$ cat config.mk
export PLATFORM = sky130hd
export DESIGN_NAME = pic_ack_seq
export DESIGN_NICKNAME = d
export VERILOG_FILES = /design/src/rtl/pic_ack_pkg.sv /design/src/rtl/pic_cas_fwd.sv /design/src/rtl/pic_line_strobe.sv /design/src/rtl/pic_ack_seq.sv
export SDC_FILE = /design/constraint.sdc
export NUM_CORES = 1
export LEC_CHECK = 0
export ABC_AREA = 1
export BUFFER_PORTS_ARGS = -buffer_cell sky130_fd_sc_hd__buf_2
export CAP_MARGIN = 20
export CORE_MARGIN = 2
export CORE_UTILIZATION = 49
export CTS_CLUSTER_SIZE = 20
export DETAILED_ROUTE_END_ITERATION = 6
export HOLD_SLACK_MARGIN = 0.08
export PLACE_DENSITY = 0.88
export SYNTH_ARGS = -nofsm -noshare
export SYNTH_HDL_FRONTEND = slang
export SYNTH_SLANG_ARGS = --single-unit
export TNS_END_PERCENT = 10
$ cat constraint.sdc
create_clock -name clk -period 1.5 [get_ports clk]
set_input_delay 0.15 -clock clk [delete_from_list [all_inputs] [get_ports clk]]
set_output_delay 0.15 -clock clk [all_outputs]
set_load 0.02 [all_outputs]
$ cat src/rtl/pic_ack_pkg.sv
package pic_ack_pkg;
    localparam int LINES = 8;
    localparam int LW    = $clog2(LINES);

    typedef struct packed {
        logic [LINES-1:0] irr_clr;
        logic [LINES-1:0] isr_set;
        logic             rot_wr;
        logic [LW-1:0]    rot_val;
    } slice_upd_t;
endpackage

$ cat src/rtl/pic_cas_fwd.sv
module pic_cas_fwd (
    input  logic clk,
    input  logic rst_n,
    input  logic sec_req,
    output logic edge_evt
);
    logic pulse_d, pulse_q;

    always_comb begin
        pulse_d = sec_req & ~pulse_q;
    end

    always_ff @(posedge clk or negedge rst_n) begin
        if (!rst_n) pulse_q <= 1'b0;
        else        pulse_q <= pulse_d;
    end

    assign edge_evt = pulse_q;

    AST_CAS_ALT: assert property (@(posedge clk) disable iff (!rst_n)
        pulse_q |=> !pulse_q);
endmodule

$ cat src/rtl/pic_line_strobe.sv
module pic_line_strobe
    import pic_ack_pkg::*;
(
    input  logic             en,
    input  logic [LW-1:0]    line,
    input  logic [LINES-1:0] trig,
    input  logic             aeoi,
    input  logic             rot,
    output slice_upd_t       upd
);
    logic [LINES-1:0] sel;

    always_comb begin
        sel = '0;
        sel[line] = en;
        upd.irr_clr = sel & ~trig;
        upd.isr_set = aeoi ? '0 : sel;
        upd.rot_wr  = en & aeoi & rot;
        upd.rot_val = upd.rot_wr ? LW'(line + 1'b1) : '0;
    end
endmodule

$ cat src/rtl/pic_ack_seq.sv
module pic_ack_seq
    import pic_ack_pkg::*;
#(
    parameter int VEC_W    = 8,
    parameter int CAS_LINE = 2,
    localparam int BASE_W  = VEC_W - LW
) (
    input  logic              clk,
    input  logic              rst_n,
    input  logic              mst_win_vld,
    input  logic [LW-1:0]     mst_win_line,
    input  logic              slv_win_vld,
    input  logic [LW-1:0]     slv_win_line,
    input  logic [BASE_W-1:0] mst_base,
    input  logic [BASE_W-1:0] slv_base,
    input  logic              mst_aeoi,
    input  logic              slv_aeoi,
    input  logic              mst_rot_aeoi,
    input  logic              slv_rot_aeoi,
    input  logic [LINES-1:0]  mst_trig,
    input  logic [LINES-1:0]  slv_trig,
    input  logic              ack_req,
    output logic              cpu_irq,
    output logic [VEC_W-1:0]  vec_out,
    output logic              vec_vld,
    output logic              cas_pulse,
    output logic [LINES-1:0]  mst_irr_clr,
    output logic [LINES-1:0]  mst_isr_set,
    output logic              mst_rot_wr,
    output logic [LW-1:0]     mst_rot_val,
    output logic [LINES-1:0]  slv_irr_clr,
    output logic [LINES-1:0]  slv_isr_set,
    output logic              slv_rot_wr,
    output logic [LW-1:0]     slv_rot_val
);
    localparam logic [LW-1:0] SPUR = LW'(LINES - 1);
    localparam logic [LW-1:0] CAS  = LW'(CAS_LINE);

    typedef struct packed {
        logic             vld;
        logic [VEC_W-1:0] vec;
        logic             irq;
        slice_upd_t       m_upd;
        slice_upd_t       s_upd;
    } seq_st_t;

    seq_st_t    st_d, st_q;
    slice_upd_t m_upd_w, s_upd_w;
    logic       accept, m_en, s_en;

    pic_cas_fwd u_cas (
        .clk      (clk),
        .rst_n    (rst_n),
        .sec_req  (slv_win_vld),
        .edge_evt (cas_pulse)
    );

    pic_line_strobe u_mst_strb (
        .en   (m_en),
        .line (mst_win_line),
        .trig (mst_trig),
        .aeoi (mst_aeoi),
        .rot  (mst_rot_aeoi),
        .upd  (m_upd_w)
    );

    pic_line_strobe u_slv_strb (
        .en   (s_en),
        .line (slv_win_line),
        .trig (slv_trig),
        .aeoi (slv_aeoi),
        .rot  (slv_rot_aeoi),
        .upd  (s_upd_w)
    );

    always_comb begin
        accept = ack_req & ~st_q.vld;
        m_en   = accept & mst_win_vld;
        s_en   = m_en & (mst_win_line == CAS) & slv_win_vld;

        st_d       = '0;
        st_d.vld   = accept;
        st_d.irq   = mst_win_vld & ~accept & ~st_q.vld;
        st_d.m_upd = m_upd_w;
        st_d.s_upd = s_upd_w;
        if (accept) begin
            if (!mst_win_vld)
                st_d.vec = {mst_base, SPUR};
            else if (mst_win_line != CAS)
                st_d.vec = {mst_base, mst_win_line};
            else if (slv_win_vld)
                st_d.vec = {slv_base, slv_win_line};
            else
                st_d.vec = {slv_base, SPUR};
        end
    end

    always_ff @(posedge clk or negedge rst_n) begin
        if (!rst_n) st_q <= '0;
        else        st_q <= st_d;
    end

    assign cpu_irq     = st_q.irq;
    assign vec_out     = st_q.vec;
    assign vec_vld     = st_q.vld;
    assign mst_irr_clr = st_q.m_upd.irr_clr;
    assign mst_isr_set = st_q.m_upd.isr_set;
    assign mst_rot_wr  = st_q.m_upd.rot_wr;
    assign mst_rot_val = st_q.m_upd.rot_val;
    assign slv_irr_clr = st_q.s_upd.irr_clr;
    assign slv_isr_set = st_q.s_upd.isr_set;
    assign slv_rot_wr  = st_q.s_upd.rot_wr;
    assign slv_rot_val = st_q.s_upd.rot_val;

    AST_VLD_SINGLE: assert property (@(posedge clk) disable iff (!rst_n)
        vec_vld |=> !vec_vld);
    AST_IRQ_QUIET: assert property (@(posedge clk) disable iff (!rst_n)
        vec_vld |-> !cpu_irq);
    AST_STROBE_GATED: assert property (@(posedge clk) disable iff (!rst_n)
        !vec_vld |-> (mst_isr_set == '0 && slv_isr_set == '0 && mst_irr_clr == '0
                      && slv_irr_clr == '0 && !mst_rot_wr && !slv_rot_wr));
    AST_AEOI_NOSET: assert property (@(posedge clk) disable iff (!rst_n)
        (vec_vld && $past(mst_aeoi)) |-> mst_isr_set == '0);
    AST_ISR_ONEHOT: assert property (@(posedge clk) disable iff (!rst_n)
        $onehot0(mst_isr_set) && $onehot0(slv_isr_set));
    AST_SLV_VIA_CAS: assert property (@(posedge clk) disable iff (!rst_n)
        (vec_vld && (slv_rot_wr || slv_isr_set != '0 || slv_irr_clr != '0))
            |-> $past(mst_win_line) == CAS);
endmodule

==> results.md, run 1 <==
- Run status: finished clean
- Cell Pwr Density: 968 mW/mm^2
- CTS root buffer: clkbuf_8
- First-pass GRT wire length: 6700 um
- Die X: 66.7 um
- RSZ-0062 raised after global routing: false
- Routed wire length: 4300 um
- Crit Path Max Fanout: 4
- CTS sink cnt: 51
- Place WS: 0.143 ns
- Least-Margin Pin Slew: 0.460 ns
- CTS tree: done
- Number of synthesized register bits: 51
- Final WS setup: 0.249 ns
- DR DRC count: 0
- Clk_skew: 0.00586 ns
- Count of cell types in the netlist: 19
- WL/cell: 11.9 um
- Hpwl dp: 2950 um
- LEAKAGE: 1.68 nW
- Fillers: 284
- Final hold violations: 0
- Slew headroom: 69.2%
- Port buffer count: 91
- Max_cap viols: 0
- Final Util: 74.1%
- Bufs on Longest Clock Path: 2
- Register area share after synthesis: 66.3%
- Clock latency on the worst-skew pair: 0.30 ns
- Die H: 66.7 um
- Hold Startpoint: slv_base[3]
- Syn Inst Count: 196
- Worst Setup Start Kind: register
- Yosys warns: 0
- Standard-cell rows: 22
- Area growth, synth to finish: 43.1%
- Initial Util: 51.8%
- GR Overflow Total: 0
- Nature of the critical path endpoint: register
- Post-Route Setup TNS: 0 ns
- Critical Path AT: 1.48 ns
- CTS Buf Count: 5
- Final ANT Viol Nets: 0
- Final Max Tran Viols: 0
- Total number of vias: 1,626
- Setup Viol. Count Final: 0
- Via count of the first global-routing pass: 1,478
- Synthesized cell area: 0.00193 mm^2
- Crit Path Class: register to register
- Origin of the critical flop-to-flop path: vec_vld
- Core footprint: 0.00372 mm^2
- Final period util: 83.4%
- Pin count of the biggest net entering global routing: 52
- # nets final: 355
- Antenna cell count: 0
- TritonRoute pass-1 iters: 4
- Worst hold path type: input port to register
- GRT Overall Usage: 20.8%
- Gpl congestion: 0.741
- Depth of the CTS H-tree: 2
- Ratio of cells with drive above 1 in the final layout: 33.7%
- Syn_area_per_cell: 9.82 um^2
- Critical Path RT: 1.73 ns
- Max VDD drop: 0.595 mV
- Crit path launch: vec_vld
- Max Fclk: 0.799 GHz
- # IOs: 92
- Minimum clock period: 1.25 ns
- Initial detailed-routing violation count: 68
- Vias/cell: 4.52
- Syn Nets: 240
- Die ar.: 0.00445 mm^2
- Resize count post-CTS: 0
- Initial antenna violation count: 0
- Clk pin slew, worst setup/hold paths: 0.09 ns
==> cells in the mapped netlist <==
| library cell | count | area (um^2) |
|---|---|---|
| nor2_8 | 1 | 20.0 |
| o21ai_0 | 1 | 5.00 |
| nor3_1 | 7 | 35.0 |
| dfrtp_1 | 51 | 1280 |
| ha_1 | 3 | 37.5 |
| buf_6 | 1 | 11.3 |
| nand2_1 | 39 | 146 |
| xnor2_1 | 2 | 17.5 |
| nand2_2 | 1 | 6.26 |
| a21oi_1 | 3 | 15.0 |
| inv_1 | 20 | 75.1 |
| buf_2 | 2 | 10.0 |
| clkbuf_2 | 1 | 5.00 |
| nand3_2 | 1 | 10.0 |
| nor2_1 | 59 | 221 |
| nand3_4 | 1 | 17.5 |
| nand3_1 | 1 | 5.00 |
| inv_2 | 1 | 3.75 |
| buf_4 | 1 | 7.51 |
==> worst max-delay path, stage by stage, from the launching register on <==
cell and delay (ns):
dfrtp_1 0.41, inv_1 0.11, nand3_4 0.12, nor2_1 0.26, nand2_1 0.13, nor2_1 0.14
==> sequential cells by signal, indices dropped and copies added (netlist names), 3 cells and up <==
signal,flops
mst_isr_set,8
mst_irr_clr,8
vec_out,8
mst_rot_val,3
slv_rot_val,3
slv_isr_set,8
slv_irr_clr,8
==> cell type report <==
type	count	area (um^2)	share of cell area (%)
inverters	21	78.8	2.86
well taps	48	60.1	2.18
clock buffers	6	82.6	3.00
repair buffers	113	686	24.9
clock inverters	2	35.0	1.27
flip-flops and latches	51	1280	46.3
multi-input cells	119	537	19.5
==> per-stage QoR <==
stage / area (um^2) / total power, mW / hold WS, ns / instances
floorplan: 1930 / 1.55 / -0.146 / 196
detailed placement: 2430 / 1.69 / 0.155 / 331
CTS: 2760 / 2.68 / 0.0821 / 360
finish: 2760 / 2.67 / 0.0817 / 360
global route: 2760 / 2.78 / 0.0919 / 360
global placement: 2430 / 1.68 / 0.153 / 331
==> cell families after synthesis <==
family | Yosys count | share of synthesized area (%)
buf+inv | 26 | 5.85
fa+ha+maj | 3 | 1.95
compound gates | 4 | 1.04
flops | 51 | 66.3
simple gates | 110 | 24.0
xor+xnor | 2 | 0.910
==> per-layer routing <==
metal  GRT usage, %  wire, um  vias to the layer above
li1               -         -                      808
met1           25.3      1680                      750
met2           35.9      2300                       62
met3           5.41       252                        6
met4           6.89        66                        0
met5              0         0                        -
==> power breakdown <==
group,internal [mW],switching (mW),total (mW)
clock network,0.540,0.427,0.967
registers,1.40,0.00745,1.40
logic,0.125,0.172,0.297
==> timing repair <==
item	CTS	global route
hold buffers	21	0
endpoints found under the setup margin	0	0
buffers inserted	0	0
endpoints found under the hold margin	71	0
==> worst paths after layout <==
| path | cells after the start | to | slack, ns |
|---|---|---|---|
| max | 5 | mst_irr_clr[3] | 0.25 |
| min | 3 | vec_out[6] | 0.08 |
| max reg2reg | 5 | mst_irr_clr[3] | 0.25 |
| min reg2reg | 1 | u_cas.edge_evt | 0.47 |
| max in group asynchronous | 3 | slv_rot_val[0] | 0.92 |
| min in group asynchronous | 3 | mst_irr_clr[3] | 0.36 |
==> placed cells by master, fill, tap and decap left out, drive strengths merged <==
cell type and n:
buf 92, nor2 60, dfrtp 51, nand2 40, dlygate4sd3 21, inv 21
nor3 7, clkbuf 6, a21oi 3, ha 3, nand3 3, xnor2 2
o21ai 1, bufinv 1, clkinv 1
Note: power is estimated with default switching activity, not from simulation.
==> run 2, diff against run 1 <==
--- a/config.mk
+++ b/config.mk
@@ -5,15 +5,15 @@
 export SDC_FILE = /design/constraint.sdc
 export NUM_CORES = 1
 export LEC_CHECK = 0
-export ABC_AREA = 1
+export ABC_AREA = 0
 export BUFFER_PORTS_ARGS = -buffer_cell sky130_fd_sc_hd__buf_2
 export CAP_MARGIN = 20
 export CORE_MARGIN = 2
-export CORE_UTILIZATION = 49
+export CORE_UTILIZATION = 45
 export CTS_CLUSTER_SIZE = 20
 export DETAILED_ROUTE_END_ITERATION = 6
 export HOLD_SLACK_MARGIN = 0.08
-export PLACE_DENSITY = 0.88
+export PLACE_DENSITY = 0.82
 export SYNTH_ARGS = -nofsm -noshare
 export SYNTH_HDL_FRONTEND = slang
 export SYNTH_SLANG_ARGS = --single-unit
==> constraint.sdc (replaced) <==
create_clock -name clk -period 1.2 [get_ports clk]
set_input_delay 0.12 -clock clk [delete_from_list [all_inputs] [get_ports clk]]
set_output_delay 0.12 -clock clk [all_outputs]
set_load 0.02 [all_outputs]
==> run 2 against run 1 <==
Against the previous run:
- the flow now finishes with violations (setup timing)
- worst hold slack improved by 0.0078 ns
- global-route usage rose by 0.18 points
- synthesized cell count fell by 22%
- worst setup slack got worse by 0.27 ns
- non-clock buffer count rose by 25
- clock skew barely moved
- routed wire length rose by 10%
- sequential power rose by 26%
- via count rose by 2.6%
- utilization rose by 0.33 points
- cell count fell by 5.0%
- highest routed layer unchanged
==> results.md, run 2 <==
- Hold path cells: 3 (unchanged)
- Register area share after synthesis: 67.8% (was 66.3%)
- Least-Margin Pin Slew: 0.277 ns (was 0.460 ns)
- Ratio of cells with drive above 1 in the final layout: 44.5% (was 33.7%)
- Worst Setup Start Kind: register (unchanged)
- Final instance area: 0.00298 mm^2 (was 0.00276 mm^2)
- Bufs on Longest Clock Path: 2 (unchanged)
- RSZ-0062 raised after global routing: true (was false)
- Clock latency on the worst-skew pair: 0.30 ns (about the same)
- GR Overflow Total: 0 (unchanged)
- Run status: complete, but fails checks (was finished clean)
- Max_cap viols: 0 (unchanged)
- DR DRC count: 0 (unchanged)
- CTS tree: done (unchanged)
- Int Pwr: 2.57 mW (was 2.06 mW)
- Syn_area_per_cell: 12.3 um^2 (was 9.82 um^2)
- Crit Path Class: register to register (unchanged)
- Minimum clock period: 1.22 ns (was 1.25 ns)
- Via count of the first global-routing pass: 1,646 (was 1,478)
- Initial antenna violation count: 0 (unchanged)
- Initial detailed-routing violation count: 122 (was 68)
- Final Util: 74.5% (was 74.1%)
- Most common cell in the synthesized netlist: dfrtp_1 (was nor2_1)
- Final hold violations: 0 (unchanged)
- Worst-case reg-to-reg path depth: 4 (was 5)
- Final WS setup: -0.0180 ns (was 0.249 ns)
- # nets final: 336 (was 355)
- Die H: 68.7 um (was 66.7 um)
- Standard-cell rows: 23 (was 22)
- Antenna cell count: 0 (unchanged)
- TritonRoute pass-1 iters: 4 (unchanged)
- Clk pin slew, worst setup/hold paths: 0.09 ns (about the same)
- Ys flop type: dfrtp_1 (unchanged)
- Seq pwr share: 52.4% (was 52.6%)
- # IOs: 92 (unchanged)
- GRT Overall Usage: 21.0% (was 20.8%)
- Place WS: -0.115 ns (was 0.143 ns)
- Port buffer count: 91 (unchanged)
- CTS root buffer: clkbuf_8 (unchanged)
- Clk_skew: 0.00568 ns (was 0.00586 ns)
- Nature of the critical path endpoint: register (unchanged)
- Area growth, synth to finish: 58.3% (was 43.1%)
- LEAKAGE: 1.65 nW (was 1.68 nW)
- First-pass GRT wire length: 7060 um (was 6700 um)
- Initial Util: 47.0% (was 51.8%)
- Gpl congestion: 0.764 (was 0.741)
- Total number of vias: 1,669 (was 1,626)
- Syn Inst Count: 153 (was 196)
- Die ar.: 0.00471 mm^2 (was 0.00445 mm^2)
- Max Fclk: 0.821 GHz (was 0.799 GHz)
- Comb power frac: 13.4% (was 11.1%)
- Routed wire length: 4730 um (was 4300 um)
- Post-synth ARST share: 100% (unchanged)
- Final period util: 101% (was 83.4%)
- Final ANT Viol Nets: 0 (unchanged)
- Commonest non-fill, non-tap cell in the layout: buf_2 (unchanged)
- Commonest cells post-synth: dfrtp_1 (51), nor2_1 (16), nor3_1 (16), nand2_1 (8) (was nor2_1 (59), dfrtp_1 (51), nand2_1 (39), inv_1 (20), nor3_1 (7))
- Depth of the CTS H-tree: 2 (unchanged)
- Critical Path AT: 1.43 ns (was 1.48 ns)
- Clock power share: 34.2% (was 36.2%)
- Post-synth EDFFs: 0 (unchanged)
- Post-synth top area cell: dfrtp_1 (unchanged)
- Vias/cell: 4.88 (was 4.52)
- Worst hold path type: input port to register (unchanged)
- Post-Route Setup TNS: -0.0180 ns (was 0 ns)
- CTS Buf Count: 5 (unchanged)
- Post-synth top area share: 67.8% (was 66.3%)
- Count of cell types in the netlist: 30 (was 19)
- WL/cell: 13.8 um (was 11.9 um)
- Core footprint: 0.00400 mm^2 (was 0.00372 mm^2)
- Hpwl dp: 3000 um (was 2950 um)
- Crit Path Max Fanout: 6 (was 4)
- Final hold slack: 0.0895 ns (was 0.0817 ns)
- Slew headroom: 81.5% (was 69.2%)
- Syn Nets: 197 (was 240)
- Sw Share: 23.2% (was 22.7%)
- Die X: 68.7 um (was 66.7 um)
- Failing checks: setup timing
- Critical Path RT: 1.42 ns (was 1.73 ns)
- NetSw: 0.776 mW (was 0.606 mW)
- Cell Pwr Density: 1120 mW/mm^2 (was 968 mW/mm^2)
- Yosys warns: 0 (unchanged)
- Pin count of the biggest net entering global routing: 52 (unchanged)
- CTS sink cnt: 51 (unchanged)
- Number of synthesized register bits: 51 (unchanged)
- Synthesized cell area: 0.00188 mm^2 (was 0.00193 mm^2)
- Final Max Tran Viols: 0 (unchanged)
- Setup Viol. Count Final: 1 (was 0)
- Most frequent cells in the layout: buf_2 (91), dfrtp_1 (50), dlygate4sd3_1 (31) (was buf_2 (91), nor2_1 (59), dfrtp_1 (51))
- Max VDD drop: 1.09 mV (was 0.595 mV)
- Placed inst area: 0.00246 mm^2 (was 0.00243 mm^2)
- Synth area leaders: dfrtp_1 (68%), nor3_1 (4.3%), nor2_1 (3.2%), ha_1 (2.0%), nor3b_2 (2.0%) (was dfrtp_1 (66%), nor2_1 (12%), nand2_1 (7.6%), inv_1 (3.9%), ha_1 (1.9%))
run 2: cell type report:
cell class                      instances  area (um^2)
Timing Repair Buffer                  138          907
Timing Repair inverter                  1         6.26
Tap cell                               50         62.6
Clock inverter                          2         37.5
Sequential cell                        51         1280
Clock buffer                            5         68.8
Multi-Input combinational cell         89          589
Fill cell                             275         1020
Inverter                                6         30.0
run 2: layer usage:
layer  vias up  GRT usage, %  share of wire, %
li1        794             -                 -
met1       804          22.8                39
met2        62          37.6                51
met3         9          6.98               7.4
met4         0          7.75               2.0
met5         -             0                 0
run 2: worst paths after layout:
path | slack [ns] | start | endpoint
min | 0.09 | mst_win_line[1] | mst_rot_val[1]
max in group asynchronous | 0.63 | rst_n | slv_isr_set[3]
min reg2reg | 0.43 | u_cas.edge_evt | u_cas.edge_evt
max | -0.02 | vec_vld | slv_irr_clr[7]
min in group asynchronous | 0.34 | rst_n | mst_irr_clr[6]
max reg2reg | -0.02 | vec_vld | slv_irr_clr[7]
run 2: cells by family after synthesis:
family	after synthesis	synth area share, %
buffers and inverters	13	3.26
adders and majority gates	3	1.99
xor gates and xnor gates	2	0.931
and+or+nand+nor	73	22.9
DFF	51	67.8
AOI/OAI and AO/OA	11	3.13
run 2: what timing repair did:
action                     4_1_cts  5_1_grt
buffers inserted                 2        2
hold buffers                    32        0
cloned                           0        1
pin swaps                        2        2
hold endpoints to repair        79        0
resized for setup                4       11
setup endpoints to repair       15       19
run 2: worst max-delay path, stage by stage, from the launching register on:
cell and delay, ns:
dfrtp_2 0.41, nand2b_4 0.18, inv_8 0.08, nand4_1 0.21, nor3b_2 0.24
run 2: power by group through the flow:
| stage | clock (mW) | combinational (mW) | sequential [mW] |
|---|---|---|---|
| after global routing | 1.24 | 0.490 | 1.76 |
| after detailed placement | 0 | 0.337 | 1.79 |
| after global placement | 0 | 0.332 | 1.79 |
| after CTS | 1.17 | 0.430 | 1.76 |
| after floorplan | 0 | 0.105 | 1.83 |
| final | 1.14 | 0.449 | 1.76 |
run 2: per-stage QoR:
stage               instances  total power, mW
detailed placement        298             2.13
CTS                       339             3.35
global route              342             3.49
global placement          298             2.12
floorplan                 153             1.94
finish                    342             3.35
==> run 3, diff against run 2 <==
--- a/config.mk
+++ b/config.mk
@@ -13,7 +13,9 @@
 export CTS_CLUSTER_SIZE = 20
 export DETAILED_ROUTE_END_ITERATION = 6
 export HOLD_SLACK_MARGIN = 0.08
-export PLACE_DENSITY = 0.82
+export MAX_ROUTING_LAYER = met4
+export PLACE_DENSITY = 0.84
+export SKIP_LAST_GASP = 1
 export SYNTH_ARGS = -nofsm -noshare
 export SYNTH_HDL_FRONTEND = slang
 export SYNTH_SLANG_ARGS = --single-unit
==> run 3 against run 2 <==
Against the previous run:
- the flow still finishes with violations (setup timing)
- non-clock buffer count down 3
- clock power fell by 22%
- cell count shrank 0.88%
- total power decreased by 8.1%
- routed wire length is 0.42% lower
- flip-flop and latch count stayed put
- final area is 2.9% lower
- clock-buffer cell count grew 2
- critical path type is now input port to register
- largest cell class unchanged
- largest power group unchanged
==> results.md, run 3 (synthesized netlist as in run 2, its figures left out) <==
- NetSw: 0.724 mW (was 0.776 mW)
- Max Fclk: 0.826 GHz (was 0.821 GHz)
- Routed wire length: 4710 um (was 4730 um)
- Die X: 68.7 um (unchanged)
- Final hold violations: 0 (unchanged)
- DR DRC count: 0 (unchanged)
- Pin count of the biggest net entering global routing: 52 (unchanged)
- Most frequent cells in the layout: buf_2 (91), dfrtp_1 (50), dlygate4sd3_1 (32) (was buf_2 (91), dfrtp_1 (50), dlygate4sd3_1 (31))
- Critical Path AT: 1.40 ns (was 1.43 ns)
- Final WS setup: -0.0100 ns (was -0.0180 ns)
- Post-Route Setup TNS: -0.0263 ns (was -0.0180 ns)
- GR Overflow Total: 0 (unchanged)
- WL/cell: 13.9 um (was 13.8 um)
- Least-Margin Pin Slew: 0.272 ns (was 0.277 ns)
- Vias/cell: 4.79 (was 4.88)
- LEAKAGE: 1.59 nW (was 1.65 nW)
- Area growth, synth to finish: 53.7% (was 58.3%)
- Origin of the critical flop-to-flop path: vec_vld (unchanged)
- Comb power frac: 14.0% (was 13.4%)
- Total power draw: 3.08 mW (was 3.35 mW)
- Standard-cell rows: 23 (unchanged)
- Commonest non-fill, non-tap cell in the layout: buf_2 (unchanged)
- Clock power share: 29.0% (was 34.2%)
- Final ANT Viol Nets: 0 (unchanged)
- Sw Share: 23.5% (was 23.2%)
- Setup Viol. Count Final: 5 (was 1)
- CTS root buffer: clkbuf_8 (unchanged)
- Worst Setup Start Kind: input port (was register)
- Port buffer count: 91 (unchanged)
- Ratio of cells with drive above 1 in the final layout: 41.9% (was 44.5%)
- TritonRoute pass-1 iters: 4 (unchanged)
- Final period util: 101% (about the same)
- Clock latency on the worst-skew pair: 0.30 ns (about the same)
- Fillers: 282 (was 275)
- Worst hold path type: input port to register (unchanged)
- Max_cap viols: 0 (unchanged)
- Critical Path RT: 1.39 ns (was 1.42 ns)
- GRT Overall Usage: 22.3% (was 21.0%)
- Crit Path Class: input port to register (was register to register)
- Die ar.: 0.00471 mm^2 (unchanged)
- Run status: complete, but fails checks (unchanged)
- Via count of the first global-routing pass: 1,627 (was 1,646)
- Total number of vias: 1,623 (was 1,669)
- CTS Buf Count: 5 (unchanged)
- Initial Util: 47.0% (unchanged)
- Final Util: 72.3% (was 74.5%)
- Die H: 68.7 um (unchanged)
- Nature of the critical path endpoint: register (unchanged)
- Minimum clock period: 1.21 ns (was 1.22 ns)
- Final Max Tran Viols: 0 (unchanged)
- R2r setup slk: 0.04 ns (was -0.02 ns)
- First-pass GRT wire length: 7270 um (was 7060 um)
- Final hold slack: 0.0915 ns (was 0.0895 ns)
- Place WS: -0.0819 ns (was -0.115 ns)
- Depth of the CTS H-tree: 2 (unchanged)
- RSZ-0062 raised after global routing: true (unchanged)
- Initial detailed-routing violation count: 71 (was 122)
- Hold Startpoint: mst_win_line[1] (unchanged)
- Bufs on Longest Clock Path: 2 (unchanged)
- Clk_skew: 0.00755 ns (was 0.00568 ns)
- # IOs: 92 (unchanged)
- Cell Pwr Density: 1060 mW/mm^2 (was 1120 mW/mm^2)
- Slew headroom: 81.9% (was 81.5%)
- CTS tree: done (unchanged)
- Initial antenna violation count: 0 (unchanged)
- Hold path cells: 3 (unchanged)
- CTS sink cnt: 51 (unchanged)
- Worst Hold End: mst_rot_val[1] (unchanged)
- Clk pin slew, worst setup/hold paths: 0.08 ns (was 0.09 ns)
- Seq pwr share: 57.0% (was 52.4%)
- # nets final: 333 (was 336)
- Crit Path Max Fanout: 5 (was 6)
- Failing checks: setup timing (unchanged)
- Gpl congestion: 0.799 (was 0.764)
- Worst-case reg-to-reg path depth: 4 (unchanged)
- Core footprint: 0.00400 mm^2 (unchanged)
- Hpwl dp: 3140 um (was 3000 um)
- Antenna cell count: 0 (unchanged)
- Max VDD drop: 0.932 mV (was 1.09 mV)
- RR Endpoint: mst_irr_clr[3] (was slv_irr_clr[7])
- Int Pwr: 2.35 mW (was 2.57 mW)
## run 3: area by class of cell
cell class / count / area (um^2) / share of cell area [%]
flip-flops and latches: 51 / 1280 / 44.2
repair buffers: 135 / 878 / 30.4
multi-input cells: 89 / 561 / 19.4
clock buffers: 7 / 76.3 / 2.64
well taps: 50 / 62.6 / 2.16
inverters: 6 / 30.0 / 1.04
repair inverters: 1 / 6.26 / 0.216
## run 3: stage by stage
stage / instances / area, um^2
finish: 339 / 2890
global route: 339 / 2890
CTS: 338 / 2870
detailed placement: 298 / 2460
global placement: 298 / 2460
floorplan: 153 / 1880
## run 3: critical path, stage by stage
cell and delay [ns]:
dlygate4sd3_1 0.57, buf_2 0.16, nand2b_4 0.12, inv_4 0.07
nand4_1 0.15, inv_1 0.07, and2_1 0.15
## run 3: worst max-delay path by stage
stage	startpoint	to	slack (ns)	cells after the start
global route	ack_req	vec_out[6]	-0.07	7
finish	ack_req	slv_rot_val[1]	-0.01	7
global placement	mst_win_line[0]	slv_irr_clr[7]	-0.04	6
CTS	vec_vld	slv_irr_clr[7]	-0.004	4
floorplan	vec_vld	slv_irr_clr[7]	0.008	5
detailed placement	mst_win_line[0]	slv_irr_clr[7]	-0.08	6
## run 3: what timing repair did
| item | CTS | global route |
|---|---|---|
| pin swaps | 2 | 0 |
| cloned | 1 | 0 |
| resized for setup | 3 | 3 |
| setup buffers | 0 | 1 |
| hold buffers | 32 | 0 |
| endpoints found under the setup margin | 18 | 26 |
| hold endpoints to repair | 79 | 0 |
## run 3: power groups by stage
stage / combinational (mW) / sequential (mW) / clock (mW)
floorplan: 0.105 / 1.83 / 0
global placement: 0.332 / 1.79 / 0
detailed placement: 0.340 / 1.79 / 0
CTS: 0.429 / 1.75 / 0.915
global route: 0.474 / 1.76 / 0.989
finish: 0.433 / 1.75 / 0.892
## run 3: routing by layer
layer	track usage [%]	up-vias	share of wire, %
met5	-	-	0
met2	35.6	64	49
met4	11.0	0	3.1
met3	4.55	14	6.6
met1	27.1	755	41
li1	-	790	-
